## config.mk

```make
export PLATFORM = sky130hd
export DESIGN_NAME = raw_stall_unit
export DESIGN_NICKNAME = d
export VERILOG_FILES = /design/src/rtl/rsu_pkg.sv /design/src/rtl/rsu_src_match.sv /design/src/rtl/rsu_pend_pipe.sv /design/src/rtl/rsu_interlock.sv /design/src/rtl/raw_stall_unit.sv
export SDC_FILE = /design/constraint.sdc
export NUM_CORES = 1
export LEC_CHECK = 0
export ABC_AREA = 1
export BUFFER_PORTS_ARGS = -buffer_cell sky130_fd_sc_hd__buf_2
export CAP_MARGIN = 20
export CORE_MARGIN = 2
export CORE_UTILIZATION = 48
export CTS_CLUSTER_SIZE = 30
export DETAILED_ROUTE_END_ITERATION = 8
export HOLD_SLACK_MARGIN = 0.08
export PLACE_DENSITY = 0.82
export SLEW_MARGIN = 5
export SYNTH_ARGS = -nofsm -noshare
export SYNTH_HDL_FRONTEND = slang
export SYNTH_SLANG_ARGS = --single-unit
export TNS_END_PERCENT = 30
```

## constraint.sdc

```tcl
create_clock -name clk -period 1.7 [get_ports clk]
set_input_delay 0.255 -clock clk [delete_from_list [all_inputs] [get_ports clk]]
set_output_delay 0.255 -clock clk [all_outputs]
set_load 0.1 [all_outputs]
```

## src/rtl/rsu_pkg.sv

```systemverilog
package rsu_pkg;

  localparam int NUM_STG = 3;
  localparam int NUM_SRC = 2;
  localparam int MAX_RW  = 16;

  typedef enum logic [1:0] {
    STG_EX  = 2'd0,
    STG_MEM = 2'd1,
    STG_WB  = 2'd2
  } stg_e;

  // A stage takes part in the comparison unless it is writeback while the
  // register file resolves the same-cycle write/read itself.
  function automatic logic stage_compared(input int idx, input logic split);
    return !((idx == int'(STG_WB)) && split);
  endfunction

  // One dependence term: non-zero source, pending slot, same register.
  function automatic logic dep_term(input logic [MAX_RW-1:0] src,
                                    input logic [MAX_RW-1:0] dst,
                                    input logic              pend,
                                    input logic              live);
    return live && pend && (src != '0) && (src == dst);
  endfunction

endpackage

```

## src/rtl/rsu_src_match.sv

```systemverilog
module rsu_src_match #(
  parameter int REG_W = 5
) (
  input  logic                                  split_rf,
  input  logic                                  src_valid,
  input  logic [REG_W-1:0]                      src,
  input  logic [rsu_pkg::NUM_STG-1:0][REG_W-1:0] stg_rd,
  input  logic [rsu_pkg::NUM_STG-1:0]           stg_pend,
  output logic [rsu_pkg::NUM_STG-1:0]           stg_hit
);
  import rsu_pkg::*;

  localparam int PAD = MAX_RW - REG_W;

  logic [MAX_RW-1:0] src_ext;
  assign src_ext = {{PAD{1'b0}}, src};

  for (genvar s = 0; s < NUM_STG; s++) begin : g_stg
    logic [MAX_RW-1:0] dst_ext;
    logic              live;
    assign dst_ext    = {{PAD{1'b0}}, stg_rd[s]};
    assign live       = stage_compared(s, split_rf);
    assign stg_hit[s] = src_valid && dep_term(src_ext, dst_ext, stg_pend[s], live);
  end

endmodule

```

## src/rtl/rsu_pend_pipe.sv

```systemverilog
module rsu_pend_pipe #(
  parameter int REG_W = 5
) (
  input  logic                                  clk,
  input  logic                                  rst_n,
  input  logic                                  bubble,
  input  logic                                  dec_valid,
  input  logic                                  dec_wen,
  input  logic [REG_W-1:0]                      dec_rd,
  output logic [rsu_pkg::NUM_STG-1:0][REG_W-1:0] stg_rd,
  output logic [rsu_pkg::NUM_STG-1:0]           stg_pend
);
  import rsu_pkg::*;

  logic             issue_pend;
  logic [REG_W-1:0] issue_rd;

  assign issue_pend = bubble ? 1'b0 : (dec_valid && dec_wen);
  assign issue_rd   = bubble ? '0 : dec_rd;

  for (genvar s = 0; s < NUM_STG; s++) begin : g_slot
    if (s == 0) begin : g_head
      always_ff @(posedge clk) begin
        if (!rst_n) begin
          stg_pend[s] <= 1'b0;
          stg_rd[s]   <= '0;
        end else begin
          stg_pend[s] <= issue_pend;
          stg_rd[s]   <= issue_rd;
        end
      end
    end else begin : g_body
      always_ff @(posedge clk) begin
        if (!rst_n) begin
          stg_pend[s] <= 1'b0;
          stg_rd[s]   <= '0;
        end else begin
          stg_pend[s] <= stg_pend[s-1];
          stg_rd[s]   <= stg_rd[s-1];
        end
      end
    end
  end

  assert_bubble_slot_R7: assert property (@(posedge clk) disable iff (!rst_n)
    bubble |=> !stg_pend[0]);

  assert_slot_shift_R7: assert property (@(posedge clk) disable iff (!rst_n)
    1'b1 |=> (stg_pend[1] == $past(stg_pend[0])) && (stg_rd[1] == $past(stg_rd[0])));

  assert_wb_retire_R9: assert property (@(posedge clk) disable iff (!rst_n)
    1'b1 |=> (stg_pend[2] == $past(stg_pend[1])) && (stg_rd[2] == $past(stg_rd[1])));

  assert_issue_writer_R8: assert property (@(posedge clk) disable iff (!rst_n)
    (!bubble && dec_valid && dec_wen) |=> stg_pend[0] && (stg_rd[0] == $past(dec_rd)));

  assert_nowrite_slot_R4: assert property (@(posedge clk) disable iff (!rst_n)
    (!dec_wen) |=> !stg_pend[0]);

endmodule

```

## src/rtl/rsu_interlock.sv

```systemverilog
module rsu_interlock (
  input  logic                                  clk,
  input  logic                                  rst_n,
  input  logic                                  split_rf,
  input  logic                                  dec_valid,
  input  logic [rsu_pkg::NUM_SRC-1:0][rsu_pkg::NUM_STG-1:0] hits,
  output logic                                  hazard,
  output logic                                  hold_pc,
  output logic                                  hold_ifid,
  output logic                                  inject_bubble
);
  import rsu_pkg::*;

  logic [NUM_SRC-1:0] src_blocked;

  for (genvar i = 0; i < NUM_SRC; i++) begin : g_src
    assign src_blocked[i] = |hits[i];
  end

  assign hazard        = |src_blocked;
  assign hold_pc       = hazard;
  assign hold_ifid     = hazard;
  assign inject_bubble = hazard;

  assert_idle_decode_R10: assert property (@(posedge clk) disable iff (!rst_n)
    !dec_valid |-> !hazard);

  assert_split_no_wb_R5: assert property (@(posedge clk) disable iff (!rst_n)
    split_rf |-> !hits[0][int'(STG_WB)] && !hits[1][int'(STG_WB)]);

  assert_freeze_pair_R7: assert property (@(posedge clk) disable iff (!rst_n)
    hazard |-> hold_pc && hold_ifid && inject_bubble);

endmodule

```

## src/rtl/raw_stall_unit.sv

```systemverilog
module raw_stall_unit #(
  parameter int REG_W = 5
) (
  input  logic             clk,
  input  logic             rst_n,
  input  logic             split_rf,
  input  logic             dec_valid,
  input  logic [REG_W-1:0] dec_rs,
  input  logic [REG_W-1:0] dec_rt,
  input  logic [REG_W-1:0] dec_rd,
  input  logic             dec_wen,
  output logic             hazard,
  output logic             hold_pc,
  output logic             hold_ifid,
  output logic             inject_bubble,
  output logic             ex_pend,
  output logic [REG_W-1:0] ex_rd,
  output logic             mem_pend,
  output logic [REG_W-1:0] mem_rd,
  output logic             wb_pend,
  output logic [REG_W-1:0] wb_rd
);
  import rsu_pkg::*;

  logic [NUM_STG-1:0][REG_W-1:0] stg_rd;
  logic [NUM_STG-1:0]            stg_pend;
  logic [NUM_SRC-1:0][REG_W-1:0] srcs;
  logic [NUM_SRC-1:0][NUM_STG-1:0] hits;

  assign srcs[0] = dec_rs;
  assign srcs[1] = dec_rt;

  for (genvar i = 0; i < NUM_SRC; i++) begin : g_cmp
    rsu_src_match #(.REG_W(REG_W)) u_match (
      .split_rf  (split_rf),
      .src_valid (dec_valid),
      .src       (srcs[i]),
      .stg_rd    (stg_rd),
      .stg_pend  (stg_pend),
      .stg_hit   (hits[i])
    );
  end

  rsu_interlock u_lock (
    .clk           (clk),
    .rst_n         (rst_n),
    .split_rf      (split_rf),
    .dec_valid     (dec_valid),
    .hits          (hits),
    .hazard        (hazard),
    .hold_pc       (hold_pc),
    .hold_ifid     (hold_ifid),
    .inject_bubble (inject_bubble)
  );

  rsu_pend_pipe #(.REG_W(REG_W)) u_pipe (
    .clk       (clk),
    .rst_n     (rst_n),
    .bubble    (inject_bubble),
    .dec_valid (dec_valid),
    .dec_wen   (dec_wen),
    .dec_rd    (dec_rd),
    .stg_rd    (stg_rd),
    .stg_pend  (stg_pend)
  );

  assign ex_pend  = stg_pend[int'(STG_EX)];
  assign ex_rd    = stg_rd[int'(STG_EX)];
  assign mem_pend = stg_pend[int'(STG_MEM)];
  assign mem_rd   = stg_rd[int'(STG_MEM)];
  assign wb_pend  = stg_pend[int'(STG_WB)];
  assign wb_rd    = stg_rd[int'(STG_WB)];

  assert_reg_zero_R6: assert property (@(posedge clk) disable iff (!rst_n)
    (dec_rs == '0 && dec_rt == '0) |-> !hazard);

  assert_issue_clean_R10: assert property (@(posedge clk) disable iff (!rst_n)
    !dec_valid |=> !ex_pend);

endmodule

```

==> flow_metrics.tcl, run 1 <==
set metrics [dict create \
    r2r_start "u_pipe.stg_pend[0]" \
    clk_pin_slew_ps 100 \
    grt_max_degree 14 \
    synthToLayoutAreaGrowth_pct 33.9 \
    antenna_found_initial 0 \
    netlist_top_cells_count "nand2_1, inv_1, nor2_1" \
    fp.dieW_um 52.2 \
    final.setup_skew_ps 5.06 \
    wl_per_cell_um 10.6 \
    die-area_um2 2730 \
    row_count 17 \
    synth_top_cell_area_share_pct 32.3 \
    io_pins 42 \
    relSlewSlack_pct 67.8 \
    vias 1211 \
    wl_um 2780 \
    grt_pass1_wl_um 4710 \
    root_buffer "clkbuf_4" \
    drc 0 \
    max_cap_viol_count 0 \
    grtUsageTotal_pct 23.3 \
    met1_usage_pct 30.4 \
    synthTopCellsByArea "dfxtp_1, nand2_1, inv_1" \
    critPathArrivalTime_ps 1620 \
    core_area_um2 2210 \
    worstSetupStartpoint "u_pipe.stg_rd[7]" \
    synth-edff-count 0 \
    ys_types 17 \
    use_met2_pct 39.7 \
    syn_area_um2 1120 \
    setup_ws_ps -171 \
    viasPerCell 4.62 \
    synth_nets 212 \
    worst-path-max-fanout 5 \
    ir_drop_mv 0.572 \
    power.total_mw 0.956 \
    n_antenna_cell 0 \
    tritoncts "yes" \
    ys_seq_area_share_pct 32.3 \
    worstPathRequired_ps 1440 \
    max_freq_mhz 535 \
    status "complete, but fails checks" \
    hold_viol 0 \
    clk_latency_ps 290 \
    layout.nets 255 \
    port_buffers 41 \
    grt_use_met3_pct 4.00 \
    final.min_clock_period_ps 1870 \
    routabilityCongestion 0.903 \
    numCtsBuffers 3 \
    p_per_area_nw_per_um2 639 \
    finalCritPeriodShare_pct 110 \
    rsz0062_at_grt "yes" \
    first_pass_iters 4 \
    yosysTopAreaCell "dfxtp_1" \
    die_h_um 52.2 \
    synth_cells 192 \
    start_kind "flop" \
    synth_warnings 0 \
    hpwl_um 2310 \
    final_antenna_net_count 0 \
    drive_gt1_share_pct 36.8 \
    layoutNonFillerInstCount 262 \
    holdCritStartpoint "dec_rd[0]" \
    overflow 0 \
    yosysMostFrequentCell "nand2_1" \
    synth_seq_cells 18 \
    yosys_most_used_dff "dfxtp_1" \
    clock_path_buffers 2 \
    p_leak_nw 0.878 \
    dp_cells 258 \
    start_util_pct 50.5 \
    violations "negative setup slack" \
    avgSynthCellArea_um2 5.82 \
    async_reset_ff_share_pct 0 \
    critical_path.endpoint_type "primary output" \
    cts_sinks 18 \
    cts_max_level 1 \
    cts_setup_buffers 0 \
    hp-class "primary input to flop" \
    drv_slew 0 \
    critPathKind "flop to primary output" \
    setup-violations-final 4 \
    drtIter0Drc 27 \
    grt_pass1_vias 1106 \
    max_slew.worst_pin.slew_ps 486 \
    globalRoute.busiestLayer "met2" \
]
metal layers:
layer | vias up | share of wire [%]
met5 | - | 0
met4 | 0 | 0.83
met3 | 4 | 4.5
met2 | 31 | 50
met1 | 530 | 45
li1 | 646 | -
power breakdown:
| group | switching (mW) | internal (mW) | leakage, nW |
|---|---|---|---|
| combinational | 0.221 | 0.0717 | 0.703 |
| clock | 0.132 | 0.0854 | 0.0154 |
| sequential | 0.0206 | 0.426 | 0.159 |
| total | 0.374 | 0.583 | 0.878 |
per-stage QoR:
step           utilization [%]  worst slack [ps]  TNS (ps)  hold slack [ps]  instance area [um2]
2_1_floorplan                -             -1160     -4150              352                 1200
3_3_place_gp              66.1              70.9         0              428                 1460
3_5_place_dp              66.1              40.3         0              439                 1460
4_1_cts                   67.5              -182      -724              146                 1490
5_1_grt                   67.6              -283     -1120              151                 1500
6_report                  67.6              -171      -678              152                 1500
sequential cells by signal, summed over array words and instances, names as in the netlist:
register,flops
u_pipe.stg_rd,15
u_pipe.stg_pend,3
worst paths after layout:
| check | end | slack [ps] | cells past startpoint |
|---|---|---|---|
| setup reg to reg | u_pipe.stg_rd[2] | 480 | 9 |
| hold reg to reg | u_pipe.stg_pend[1] | 450 | 2 |
| hold / removal | u_pipe.stg_rd[0] | 150 | 3 |
| setup / recovery | hold_pc | -170 | 8 |
critical path, stage by stage (launching register included):
cell     delay (ps)
dfxtp_4         370
xor2_1          150
nor2_1          120
nand3_1          80
nand2_1          90
nand2_2          80
nand4_1         110
buf_6           150
buf_12          180
final cells by class:
type | count | area [um2]
fill | 219 | 716
multi-input combinational | 128 | 581
sequential | 18 | 420
timing repair buffer | 42 | 277
inverter | 42 | 158
tap | 28 | 35.0
clock buffer | 3 | 22.5
clock inverter | 1 | 3.75
layout by cell type, fill, tap and decap left out:
| cell type | n |
|---|---|
| a21oi_1 | 2 |
| buf_12 | 4 |
| buf_2 | 37 |
| buf_6 | 1 |
| clkbuf_4 | 3 |
| clkinv_1 | 1 |
| dfxtp_2 | 3 |
| dfxtp_4 | 15 |
| inv_1 | 28 |
| inv_2 | 14 |
| nand2_1 | 61 |
| nand2_2 | 5 |
| nand3_1 | 7 |
| nand3_4 | 1 |
| nand4_1 | 1 |
| nor2_1 | 28 |
| nor2_2 | 2 |
| nor2_4 | 1 |
| o21ai_0 | 3 |
| o21ai_1 | 11 |
| xnor2_1 | 1 |
| xor2_1 | 5 |
cells by family after synthesis:
| kind of cell | count (synthesis) | share of synthesized area [%] |
|---|---|---|
| XOR/XNOR | 6 | 4.70 |
| AND/OR/NAND/NOR | 106 | 39.4 |
| flip-flops | 18 | 32.3 |
| AO/OA/AOI/OAI | 16 | 7.17 |
| buffers and inverters | 46 | 16.5 |
what timing repair did:
| action | 4_1_cts | 5_1_grt |
|---|---|---|
| resized for setup | 3 | 2 |
| endpoints found under the setup margin | 4 | 4 |
| pin swaps | 6 | 1 |
| hold buffers | 0 | 0 |
Note: power is estimated with default switching activity, not from simulation.
==> run 2: changes to the inputs <==
--- a/config.mk
+++ b/config.mk
@@ -6,16 +6,17 @@
 export NUM_CORES = 1
 export LEC_CHECK = 0
 export ABC_AREA = 1
-export BUFFER_PORTS_ARGS = -buffer_cell sky130_fd_sc_hd__buf_2
 export CAP_MARGIN = 20
 export CORE_MARGIN = 2
-export CORE_UTILIZATION = 48
+export CORE_UTILIZATION = 55
 export CTS_CLUSTER_SIZE = 30
 export DETAILED_ROUTE_END_ITERATION = 8
+export DONT_BUFFER_PORTS = 1
 export HOLD_SLACK_MARGIN = 0.08
-export PLACE_DENSITY = 0.82
+export PLACE_DENSITY = 0.74
 export SLEW_MARGIN = 5
 export SYNTH_ARGS = -nofsm -noshare
 export SYNTH_HDL_FRONTEND = slang
+export SYNTH_HIERARCHICAL = 1
 export SYNTH_SLANG_ARGS = --single-unit
 export TNS_END_PERCENT = 30
==> constraint.sdc (replaced) <==
create_clock -name clk -period 1.7 [get_ports clk]
set_input_delay 0.34 -clock clk [delete_from_list [all_inputs] [get_ports clk]]
set_output_delay 0.34 -clock clk [all_outputs]
set_load 0.1 [all_outputs]
==> run 2 against run 1 <==
Against the previous run:
- the flow still finishes with violations (negative setup slack)
- total power decreased by 1.8%
- global-route usage increased by 1.2 points
- hold slack got worse by 17 ps
- register-to-register slack got worse by 170 ps
- largest power group unchanged
- non-clock buffer count decreased by 21
- largest cell class unchanged
==> flow_metrics.tcl, run 2 <==
set metrics [dict create \
    status "complete, but fails checks" \
    violations "negative setup slack" \
    die_h_um 51.5 \
    final_antenna_net_count 0 \
    cp_slowest_cell "dfxtp_4" \
    routed-wl-met2_um 1510 \
    synthTopCellsByArea "nand2_1, dfxtp_1, inv_1" \
    start_util_pct 57.1 \
    top_regs "u_pipe/stg_rd (15), u_pipe/stg_pend (3)" \
    critPathTopFamily "simple AND/OR/NAND/NOR gates" \
    max_stage_delay_ps 380 \
    wl_per_cell_um 10.7 \
    drc 0 \
    grtUsageTotal_pct 24.5 \
    largest_reg_flops 15 \
    layout.nets 282 \
    fp.dieW_um 51.5 \
    numCtsBuffers 3 \
    p_leak_nw 0.921 \
    async_reset_ff_share_pct 0 \
    layout_common_cells "nand2_1, inv_1, nor2_1, buf_4, dfxtp_4" \
    grt_max_degree 14 \
    dr_wl_met3_um 238 \
    setup-violations-final 4 \
    syn_area_um2 1240 \
    grt_pass1_wl_um 4900 \
    tritoncts "yes" \
    viasPerCell 4.66 \
    yosysTopAreaCell "nand2_1" \
    overflow 0 \
    cpMostUsedCell "nand2_1" \
    critPathKind "flop to primary output" \
    routabilityCongestion 0.933 \
    synth_mux_area_share_pct 0 \
    cts_max_level 1 \
    core_area_um2 2170 \
    first_pass_iters 4 \
    synth_warnings 6 \
    clk_latency_ps 290 \
    die-area_um2 2650 \
    clk_pin_slew_ps 100 \
    hp-class "primary input to flop" \
    worstPathRequired_ps 1360 \
    max_cap_viol_count 0 \
    start_kind "flop" \
    wl_met1_um 1320 \
    synth_adder_area_share_pct 0 \
    wl_um 3090 \
    synth_cells 240 \
    clock_path_buffers 2 \
    synthToLayoutAreaGrowth_pct 25.7 \
    top_layer "met4" \
    synth_compound_area_share_pct 0 \
    cts_sinks 18 \
    yosys_most_used_dff "dfxtp_1" \
    dp_cells 285 \
    antenna_found_initial 0 \
    drtIter0Drc 37 \
    final.setup_skew_ps 8.30 \
    io_pins 42 \
    port_buffers 0 \
    max_slew.worst_pin.slew_ps 291 \
    synth_seq_cells 18 \
    final_common_cell "nand2_1" \
    grt_pass1_vias 1189 \
    synth-simple-area-share_pct 50.6 \
    fillers 201 \
    yosysMostFrequentCell "nand2_1" \
    ir_drop_mv 0.640 \
    cts_setup_buffers 0 \
    synth_nets 260 \
    root_buffer "clkbuf_4" \
    rsz0062_at_grt "yes" \
    layoutNonFillerInstCount 289 \
    top_register "u_pipe/stg_rd" \
    drive_gt1_share_pct 25.7 \
    max_freq_mhz 524 \
    hold_viol 0 \
    synth_xor_area_share_pct 0 \
    p_per_area_nw_per_um2 603 \
    hpwl_um 2500 \
    synth-edff-count 0 \
    netlist_top_cells_count "nand2_1, inv_1, nor2_1" \
    ys_seq_area_share_pct 29.1 \
    setup_ws_ps -209 \
    relSlewSlack_pct 80.6 \
    worst-path-max-fanout 5 \
    n_antenna_cell 0 \
    ys_types 12 \
    critical_path.endpoint_type "primary output" \
    avgSynthCellArea_um2 5.16 \
    vias 1346 \
    final.min_clock_period_ps 1910 \
    crit_chain "inv_2, nand2_1, nand2_1, nor2_1, nand2_1, nor2_2, nor2_2, nand3_4, buf_12" \
    synth_top_cell_area_share_pct 34.2 \
    finalCritPeriodShare_pct 112 \
    fin_hold_ws_ps 135 \
    row_count 17 \
    synth_top_family_by_area "simple AND/OR/NAND/NOR gates" \
    critPathArrivalTime_ps 1570 \
    drv_slew 0 \
    crit_buf_inv 2 \
]
[run 2: worst paths after layout]
path / startpoint / to / slack [ps] / depth (start not counted)
worst min register to register: u_pipe/stg_rd[8] / u_pipe/stg_rd[13] / 490 / 2
worst max register to register: u_pipe/stg_rd[14] / u_pipe/stg_rd[0] / 310 / 11
worst max-delay path: u_pipe/stg_rd[14] / hold_pc / -210 / 9
worst min-delay path: rst_n / u_pipe/stg_rd[11] / 130 / 2
[run 2: routing by layer]
layer	track usage, %	vias up
met2	42.5	53
met4	7.89	0
li1	-	712
met3	3.22	4
met5	0	-
met1	31.1	577
[run 2: area by class of cell]
cell class	instances	area, um2	area share, %
tap	28	35.0	2.25
clock buffer	3	22.5	1.45
multi-input combinational	160	654	42.0
inverter	58	218	14.0
timing repair buffer	21	195	12.5
clock inverter	1	3.75	0.241
sequential	18	428	27.5
[run 2: timing repair]
action,CTS,global route
gates cloned,0,0
pin swaps,0,5
resized for setup,3,4
hold buffers,0,0
endpoints found under the setup margin,4,4
[run 2: cell families after synthesis]
kind of cell	count (synthesis)
buffers and inverters	62
DFF	18
and+or+nand+nor	160
[run 2: report_power, final]
part | total [mW] | internal, mW | leakage (nW) | switching (mW)
Combinational | 0.282 | 0.0707 | 0.745 | 0.212
Sequential | 0.445 | 0.422 | 0.160 | 0.0230
Clock | 0.211 | 0.0854 | 0.0154 | 0.126
[run 2: through the flow]
stage                     util (%)  setup slack, ps  total power [mW]  instance area (um2)  TNS [ps]
after floorplan                  -             -261             0.686                 1360     -2000
after global placement        70.1             92.9             0.729                 1520         0
after detailed placement      70.1             53.3             0.734                 1520         0
after CTS                     71.5             -211             0.947                 1550      -700
after global routing          71.7             -303             0.989                 1560     -1060
final                         71.7             -209             0.939                 1560      -685
